==> src/rtl/cmd_chan_pkg.sv <==
package cmd_chan_pkg;

    typedef enum logic [2:0] {
        ERR_OK      = 3'd0,
        ERR_INVALID = 3'd1,
        ERR_DENIED  = 3'd2,
        ERR_IO      = 3'd3,
        ERR_TIMEOUT = 3'd4
    } err_e;

    typedef enum logic [3:0] {
        S_IDLE, S_CHECK, S_WR_LO, S_WR_HI, S_ISSUE,
        S_POLL, S_RD_LO, S_RD_HI, S_REPLY
    } state_e;

    localparam int OFS_W = 5;
    localparam logic [OFS_W-1:0] OFS_CMD    = 5'h00;
    localparam logic [OFS_W-1:0] OFS_STATUS = 5'h08;
    localparam logic [OFS_W-1:0] OFS_WLO    = 5'h10;
    localparam logic [OFS_W-1:0] OFS_WHI    = 5'h14;
    localparam logic [OFS_W-1:0] OFS_RLO    = 5'h18;
    localparam logic [OFS_W-1:0] OFS_RHI    = 5'h1C;

    localparam int ST_DONE = 0;
    localparam int ST_FAIL = 1;
    localparam int ST_DENY = 2;
    localparam int ST_DROP = 3;

    localparam int MAX_LEN_M1 = 7;

    // keep the lanes of one 32-bit data word that fall within the length
    function automatic logic [31:0] lane_mask(input logic [2:0] bc, input logic upper);
        logic [31:0] m;
        m = '0;
        for (int b = 0; b < 4; b++) begin
            if ((upper ? b + 4 : b) <= int'(bc))
                m[b*8 +: 8] = 8'hFF;
        end
        return m;
    endfunction

endpackage

==> src/rtl/opcode_xlate.sv <==
module opcode_xlate (
    input  logic       is_write,
    input  logic [7:0] bus_opc,
    output logic       ok,
    output logic [4:0] eng_opc
);
    always_comb begin
        ok      = 1'b1;
        eng_opc = 5'd0;
        if (is_write) begin
            if (bus_opc >= 8'h80)                          eng_opc = 5'd16;
            else if (bus_opc >= 8'h40 && bus_opc <= 8'h5F) eng_opc = 5'd14;
            else if (bus_opc <= 8'h0F)                     eng_opc = 5'd2;
            else if (bus_opc >= 8'h30 && bus_opc <= 8'h37) eng_opc = 5'd0;
            else                                           ok = 1'b0;
        end else begin
            if (bus_opc >= 8'h60 && bus_opc <= 8'h7F)      eng_opc = 5'd15;
            else if (bus_opc >= 8'h20 && bus_opc <= 8'h2F) eng_opc = 5'd13;
            else if (bus_opc >= 8'h38 && bus_opc <= 8'h3F) eng_opc = 5'd1;
            else                                           ok = 1'b0;
        end
    end
endmodule

==> src/rtl/cmd_word_pack.sv <==
module cmd_word_pack (
    input  logic [4:0]  eng_opc,
    input  logic [3:0]  sid,
    input  logic [15:0] addr,
    input  logic [2:0]  bc,
    output logic [31:0] word
);
    // opcode [31:27], zero [26:24], sid [23:20], addr [19:4], zero [3], bc [2:0]
    assign word = {eng_opc, 3'b000, sid, addr, 1'b0, bc};
endmodule

==> src/rtl/poll_timer.sv <==
module poll_timer #(
    parameter int LIMIT = 10000
) (
    input  logic clk,
    input  logic rst_n,
    input  logic tick,
    output logic expired
);
    localparam int CW = (LIMIT > 1) ? $clog2(LIMIT) : 1;
    localparam logic [CW-1:0] LAST = CW'(LIMIT - 1);

    logic [CW-1:0] cnt;

    assign expired = tick && (cnt == LAST);

    always_ff @(posedge clk or negedge rst_n) begin
        if (!rst_n)       cnt <= '0;
        else if (!tick)   cnt <= '0;
        else if (!expired) cnt <= cnt + 1'b1;
        else              cnt <= '0;
    end
endmodule

==> src/rtl/cmd_chan_seq.sv <==
module cmd_chan_seq
    import cmd_chan_pkg::*;
#(
    parameter int CLK_MHZ    = 100,
    parameter int TIMEOUT_US = 100
) (
    input  logic        clk,
    input  logic        rst_n,
    input  logic        req_valid,
    input  logic        req_write,
    input  logic [7:0]  req_opc,
    input  logic [3:0]  req_sid,
    input  logic [15:0] req_addr,
    input  logic [3:0]  req_len_m1,
    input  logic [63:0] req_wdata,
    output logic        busy,
    output logic        rsp_valid,
    output logic [2:0]  rsp_err,
    output logic [63:0] rsp_rdata,
    output logic        bus_wr_en,
    output logic        bus_rd_en,
    output logic [4:0]  bus_addr,
    output logic [31:0] bus_wdata,
    input  logic [31:0] bus_rdata
);
    localparam int TIMEOUT_CYC = CLK_MHZ * TIMEOUT_US;

    state_e state, state_nx;

    logic        r_write;
    logic [7:0]  r_opc;
    logic [3:0]  r_sid;
    logic [15:0] r_addr;
    logic [3:0]  r_len_m1;
    logic [63:0] r_wdata;
    logic [63:0] r_rdata;
    err_e        r_err;

    logic        op_ok;
    logic [4:0]  eng_opc;
    logic [31:0] cmd_word;
    logic        len_ok;
    logic [2:0]  bc;
    logic        wide;
    logic        st_done, st_err;
    logic        poll_tick, poll_expired;

    assign len_ok  = (r_len_m1 <= 4'(MAX_LEN_M1));
    assign bc      = r_len_m1[2:0];
    assign wide    = bc[2];
    assign st_done = bus_rdata[ST_DONE];
    assign st_err  = bus_rdata[ST_DENY] | bus_rdata[ST_FAIL] | bus_rdata[ST_DROP];

    opcode_xlate xlate_i (
        .is_write (r_write),
        .bus_opc  (r_opc),
        .ok       (op_ok),
        .eng_opc  (eng_opc)
    );

    cmd_word_pack pack_i (
        .eng_opc (eng_opc),
        .sid     (r_sid),
        .addr    (r_addr),
        .bc      (bc),
        .word    (cmd_word)
    );

    assign poll_tick = (state == S_POLL) && !st_done;

    poll_timer #(.LIMIT(TIMEOUT_CYC)) timer_i (
        .clk     (clk),
        .rst_n   (rst_n),
        .tick    (poll_tick),
        .expired (poll_expired)
    );

    // state register
    always_ff @(posedge clk or negedge rst_n) begin
        if (!rst_n) state <= S_IDLE;
        else        state <= state_nx;
    end

    // next state
    always_comb begin
        state_nx = state;
        unique case (state)
            S_IDLE:  if (req_valid) state_nx = S_CHECK;
            S_CHECK: begin
                if (!len_ok || !op_ok) state_nx = S_REPLY;
                else if (r_write)      state_nx = S_WR_LO;
                else                   state_nx = S_ISSUE;
            end
            S_WR_LO: state_nx = wide ? S_WR_HI : S_ISSUE;
            S_WR_HI: state_nx = S_ISSUE;
            S_ISSUE: state_nx = S_POLL;
            S_POLL: begin
                if (st_done) state_nx = (st_err || r_write) ? S_REPLY : S_RD_LO;
                else if (poll_expired) state_nx = S_REPLY;
            end
            S_RD_LO: state_nx = wide ? S_RD_HI : S_REPLY;
            S_RD_HI: state_nx = S_REPLY;
            S_REPLY: state_nx = S_IDLE;
            default: state_nx = S_IDLE;
        endcase
    end

    // request capture and result collection
    always_ff @(posedge clk or negedge rst_n) begin
        if (!rst_n) begin
            r_write  <= 1'b0;
            r_opc    <= '0;
            r_sid    <= '0;
            r_addr   <= '0;
            r_len_m1 <= '0;
            r_wdata  <= '0;
            r_rdata  <= '0;
            r_err    <= ERR_OK;
        end else begin
            unique case (state)
                S_IDLE: if (req_valid) begin
                    r_write  <= req_write;
                    r_opc    <= req_opc;
                    r_sid    <= req_sid;
                    r_addr   <= req_addr;
                    r_len_m1 <= req_len_m1;
                    r_wdata  <= req_wdata;
                    r_rdata  <= '0;
                    r_err    <= ERR_OK;
                end
                S_CHECK: if (!len_ok || !op_ok) r_err <= ERR_INVALID;
                S_POLL: begin
                    if (st_done) begin
                        if (bus_rdata[ST_DENY])                          r_err <= ERR_DENIED;
                        else if (bus_rdata[ST_FAIL] || bus_rdata[ST_DROP]) r_err <= ERR_IO;
                        else                                             r_err <= ERR_OK;
                    end else if (poll_expired) begin
                        r_err <= ERR_TIMEOUT;
                    end
                end
                S_RD_LO: r_rdata[31:0]  <= bus_rdata & lane_mask(bc, 1'b0);
                S_RD_HI: r_rdata[63:32] <= bus_rdata & lane_mask(bc, 1'b1);
                default: ;
            endcase
        end
    end

    // outputs
    always_comb begin
        bus_wr_en = 1'b0;
        bus_rd_en = 1'b0;
        bus_addr  = OFS_CMD;
        bus_wdata = '0;
        unique case (state)
            S_WR_LO: begin
                bus_wr_en = 1'b1;
                bus_addr  = OFS_WLO;
                bus_wdata = r_wdata[31:0] & lane_mask(bc, 1'b0);
            end
            S_WR_HI: begin
                bus_wr_en = 1'b1;
                bus_addr  = OFS_WHI;
                bus_wdata = r_wdata[63:32] & lane_mask(bc, 1'b1);
            end
            S_ISSUE: begin
                bus_wr_en = 1'b1;
                bus_addr  = OFS_CMD;
                bus_wdata = cmd_word;
            end
            S_POLL: begin
                bus_rd_en = 1'b1;
                bus_addr  = OFS_STATUS;
            end
            S_RD_LO: begin
                bus_rd_en = 1'b1;
                bus_addr  = OFS_RLO;
            end
            S_RD_HI: begin
                bus_rd_en = 1'b1;
                bus_addr  = OFS_RHI;
            end
            default: ;
        endcase
    end

    assign busy      = (state != S_IDLE);
    assign rsp_valid = (state == S_REPLY);
    assign rsp_err   = r_err;
    assign rsp_rdata = r_rdata;

endmodule

==> config.mk <==
export PLATFORM = sky130hd
export DESIGN_NAME = cmd_chan_seq
export DESIGN_NICKNAME = d
export VERILOG_FILES = /design/src/rtl/cmd_chan_pkg.sv /design/src/rtl/opcode_xlate.sv /design/src/rtl/cmd_word_pack.sv /design/src/rtl/poll_timer.sv /design/src/rtl/cmd_chan_seq.sv
export SDC_FILE = /design/constraint.sdc
export NUM_CORES = 1
export LEC_CHECK = 0
export BUFFER_PORTS_ARGS = -buffer_cell sky130_fd_sc_hd__buf_2
export CORE_MARGIN = 4
export CORE_UTILIZATION = 50
export DETAILED_ROUTE_END_ITERATION = 6
export PLACE_DENSITY = 0.83
export SYNTH_ARGS = -nofsm -noshare
export SYNTH_HDL_FRONTEND = slang
export SYNTH_HIERARCHICAL = 1
export SYNTH_SLANG_ARGS = --single-unit
==> constraint.sdc <==
create_clock -name clk -period 6.45 [get_ports clk]
set_clock_uncertainty 0.15 [all_clocks]
set_input_delay 0.3225 -clock clk [delete_from_list [all_inputs] [get_ports clk]]
set_output_delay 0.3225 -clock clk [all_outputs]
set_load 0.02 [all_outputs]
==> results.toml <==
[sta]
maxSlewHeadroom_pct = 18.8
drv_slew = 0
hold_viol_final = 0
worst_slew_pin_slew_ps = 1210
fin_crit_sh_pct = 53.2
fmax_ghz = 0.292
rsz0062_at_grt = "no"
setup_viol = 0
final.setup.tns_ps = 0
finalCriticalPeriod_ps = 3430

[power]
switching_share_pct = 34.0
ir_drop_v = 0.000272
fin_total_pwr_uw = 3950
clockPowerShare_pct = 26.5
switching_power_uw = 1340
leakagePower_uw = 0.00536
p_int_uw = 2610
comb_power_share_pct = 29.6
power_density_nw_per_um2 = 362
seq_power_share_pct = 44.0

[clocking]
cts_num_sinks = 179
cts_tree = "built"
cts-root-buf = "clkbuf_16"
htreeDepth = 4
cts_buffer_depth = 2
ctsHoldBuffers = 126
cts_buffers = 17
clk_pin_slew_ps = 70
cts_setup_buffers = 0
clkLatencyLatePin_ps = 420
cts-resized-gates = 0

[min_path]
min-delay-start = "bus_rdata[0]"
hold_path.class = "primary input to flop"
hold_path_end = "rsp_rdata[0]"
hold_depth = 3

[critical_path]
r2r-end = "rsp_err[0]"
timing_worst_setup_path_type = "flop to primary output"
r2r_start = "state[0]"
rr_worst_depth = 7
critPathArrivalTime_ps = 2960
critical_path_required_ps = 5980
end_kind = "primary output"
critPathMaxFanout = 17
reg2reg_slack_ps = 3590
worstSetupStartpointType = "flop"

[logic_synthesis]
synth_cells = 629
ys_warn_count = 6
syn_area_per_cell_um2 = 12.7
syn-cell-area_um2 = 8000

[global_route]
grt_max_degree = 114
grt_first_pass_wirelength_mm = 37.7
antenna_found_initial = 1
grt_usage_pct = 26.5
grt_pass1_vias = 6998
grt.overflow.total = 0

[route]
first_iter_violations = 368
vias = 6574
first_pass_iters = 5
drtAntennaViolNets = 0
wl_per_cell_um = 20.1
wl_mm = 23.7
routed_via_density = 5.58
drc = 0

[floorplanning]
core.rowCount = 45
die-area_um2 = 18100
ios = 240
die_x_um = 135
chipHeight_um = 135
initial_core_util_pct = 51.9
core_um2 = 15400

[cells_and_area]
layout_commonest_cell = "buf_2"
final_cell_mix = "buf_2 (233), dfrtp_1 (179), dlygate4sd3_1 (126), a22o_1 (56), mux2_2 (54)"
drive_gt1_share_pct = 35.3
nets = 1085
area_delta_synth_final_pct = 36.3

[status]
status = "finished, final reports clean"

[placed_design]
gp_congestion = 0.800
io_buffers = 234
dp_hpwl_mm = 13.9

[flow_run]
drv_cap = 0
-- how the worst max path moves through the flow --
stage                        start            end  slack [ps]  cells past startpoint
finish                    state[0]  bus_wdata[25]        3020                      5
detailed placement        state[0]  bus_wdata[25]        3510                      5
floorplan           timer_i/cnt[4]     rsp_err[0]        3960                      6
CTS                       state[0]  bus_wdata[25]        3020                      5
global route              state[0]  bus_wdata[25]        2840                      5
global placement          state[0]  bus_wdata[25]        3460                      5
-- stage by stage --
| step | hold WS [ps] | worst slack (ps) | util [%] | std cells | instance area (um^2) |
|---|---|---|---|---|---|
| 2_1_floorplan | -123 | 3960 | - | 633 | 8020 |
| 3_3_place_gp | 317 | 3460 | 58.6 | 1018 | 9050 |
| 3_5_place_dp | 328 | 3510 | 58.6 | 1018 | 9050 |
| 4_1_cts | 14.2 | 3020 | 70.7 | 1176 | 10900 |
| 5_1_grt | 59.9 | 2840 | 70.7 | 1177 | 10900 |
| 6_report | 37.3 | 3020 | 70.7 | 1178 | 10900 |
-- area by class of cell --
cell class,count,area [um^2]
antenna,2,5.00
clock buffer,17,425
clock inverter,15,170
fill,1034,4520
inverter,14,52.6
multi-input combinational,377,3050
sequential,179,4480
tap,211,264
timing repair buffer,363,2460
-- critical path, stage by stage (launching register included) --
cell,delay [ps]
dfrtp_1,760
nand4_1,230
nor3_2,660
and2_1,460
a221o_1,230
buf_2,190
-- power by group through the flow --
| stage | Clock, uW | Combinational, uW | Sequential, uW |
|---|---|---|---|
| final | 1050 | 1170 | 1740 |
| after global routing | 1120 | 1260 | 1770 |
| after CTS | 1060 | 1140 | 1710 |
| after detailed placement | 0 | 1080 | 1730 |
| after global placement | 0 | 1050 | 1710 |
| after floorplan | 0 | 951 | 1660 |
-- sequential cells by signal, indices dropped and copies added, names as in the netlist --
| name | flops |
|---|---|
| rsp_rdata | 64 |
| timer_i/cnt | 14 |
| rsp_err | 3 |
| r_write | 1 |
| r_addr | 16 |
| state | 4 |
| r_sid | 4 |
| r_wdata | 64 |
| r_opc | 5 |
| r_len_m1 | 4 |
-- metal layers --
| metal | wire [um] | global-route usage, % | up-vias |
|---|---|---|---|
| met4 | 575 | 8.88 | 0 |
| met5 | 0 | 0 | - |
| li1 | - | - | 2901 |
| met1 | 9280 | 32.9 | 3297 |
| met3 | 2000 | 7.68 | 45 |
| met2 | 11800 | 44.8 | 331 |
Power figures use the tool's default switching activity.
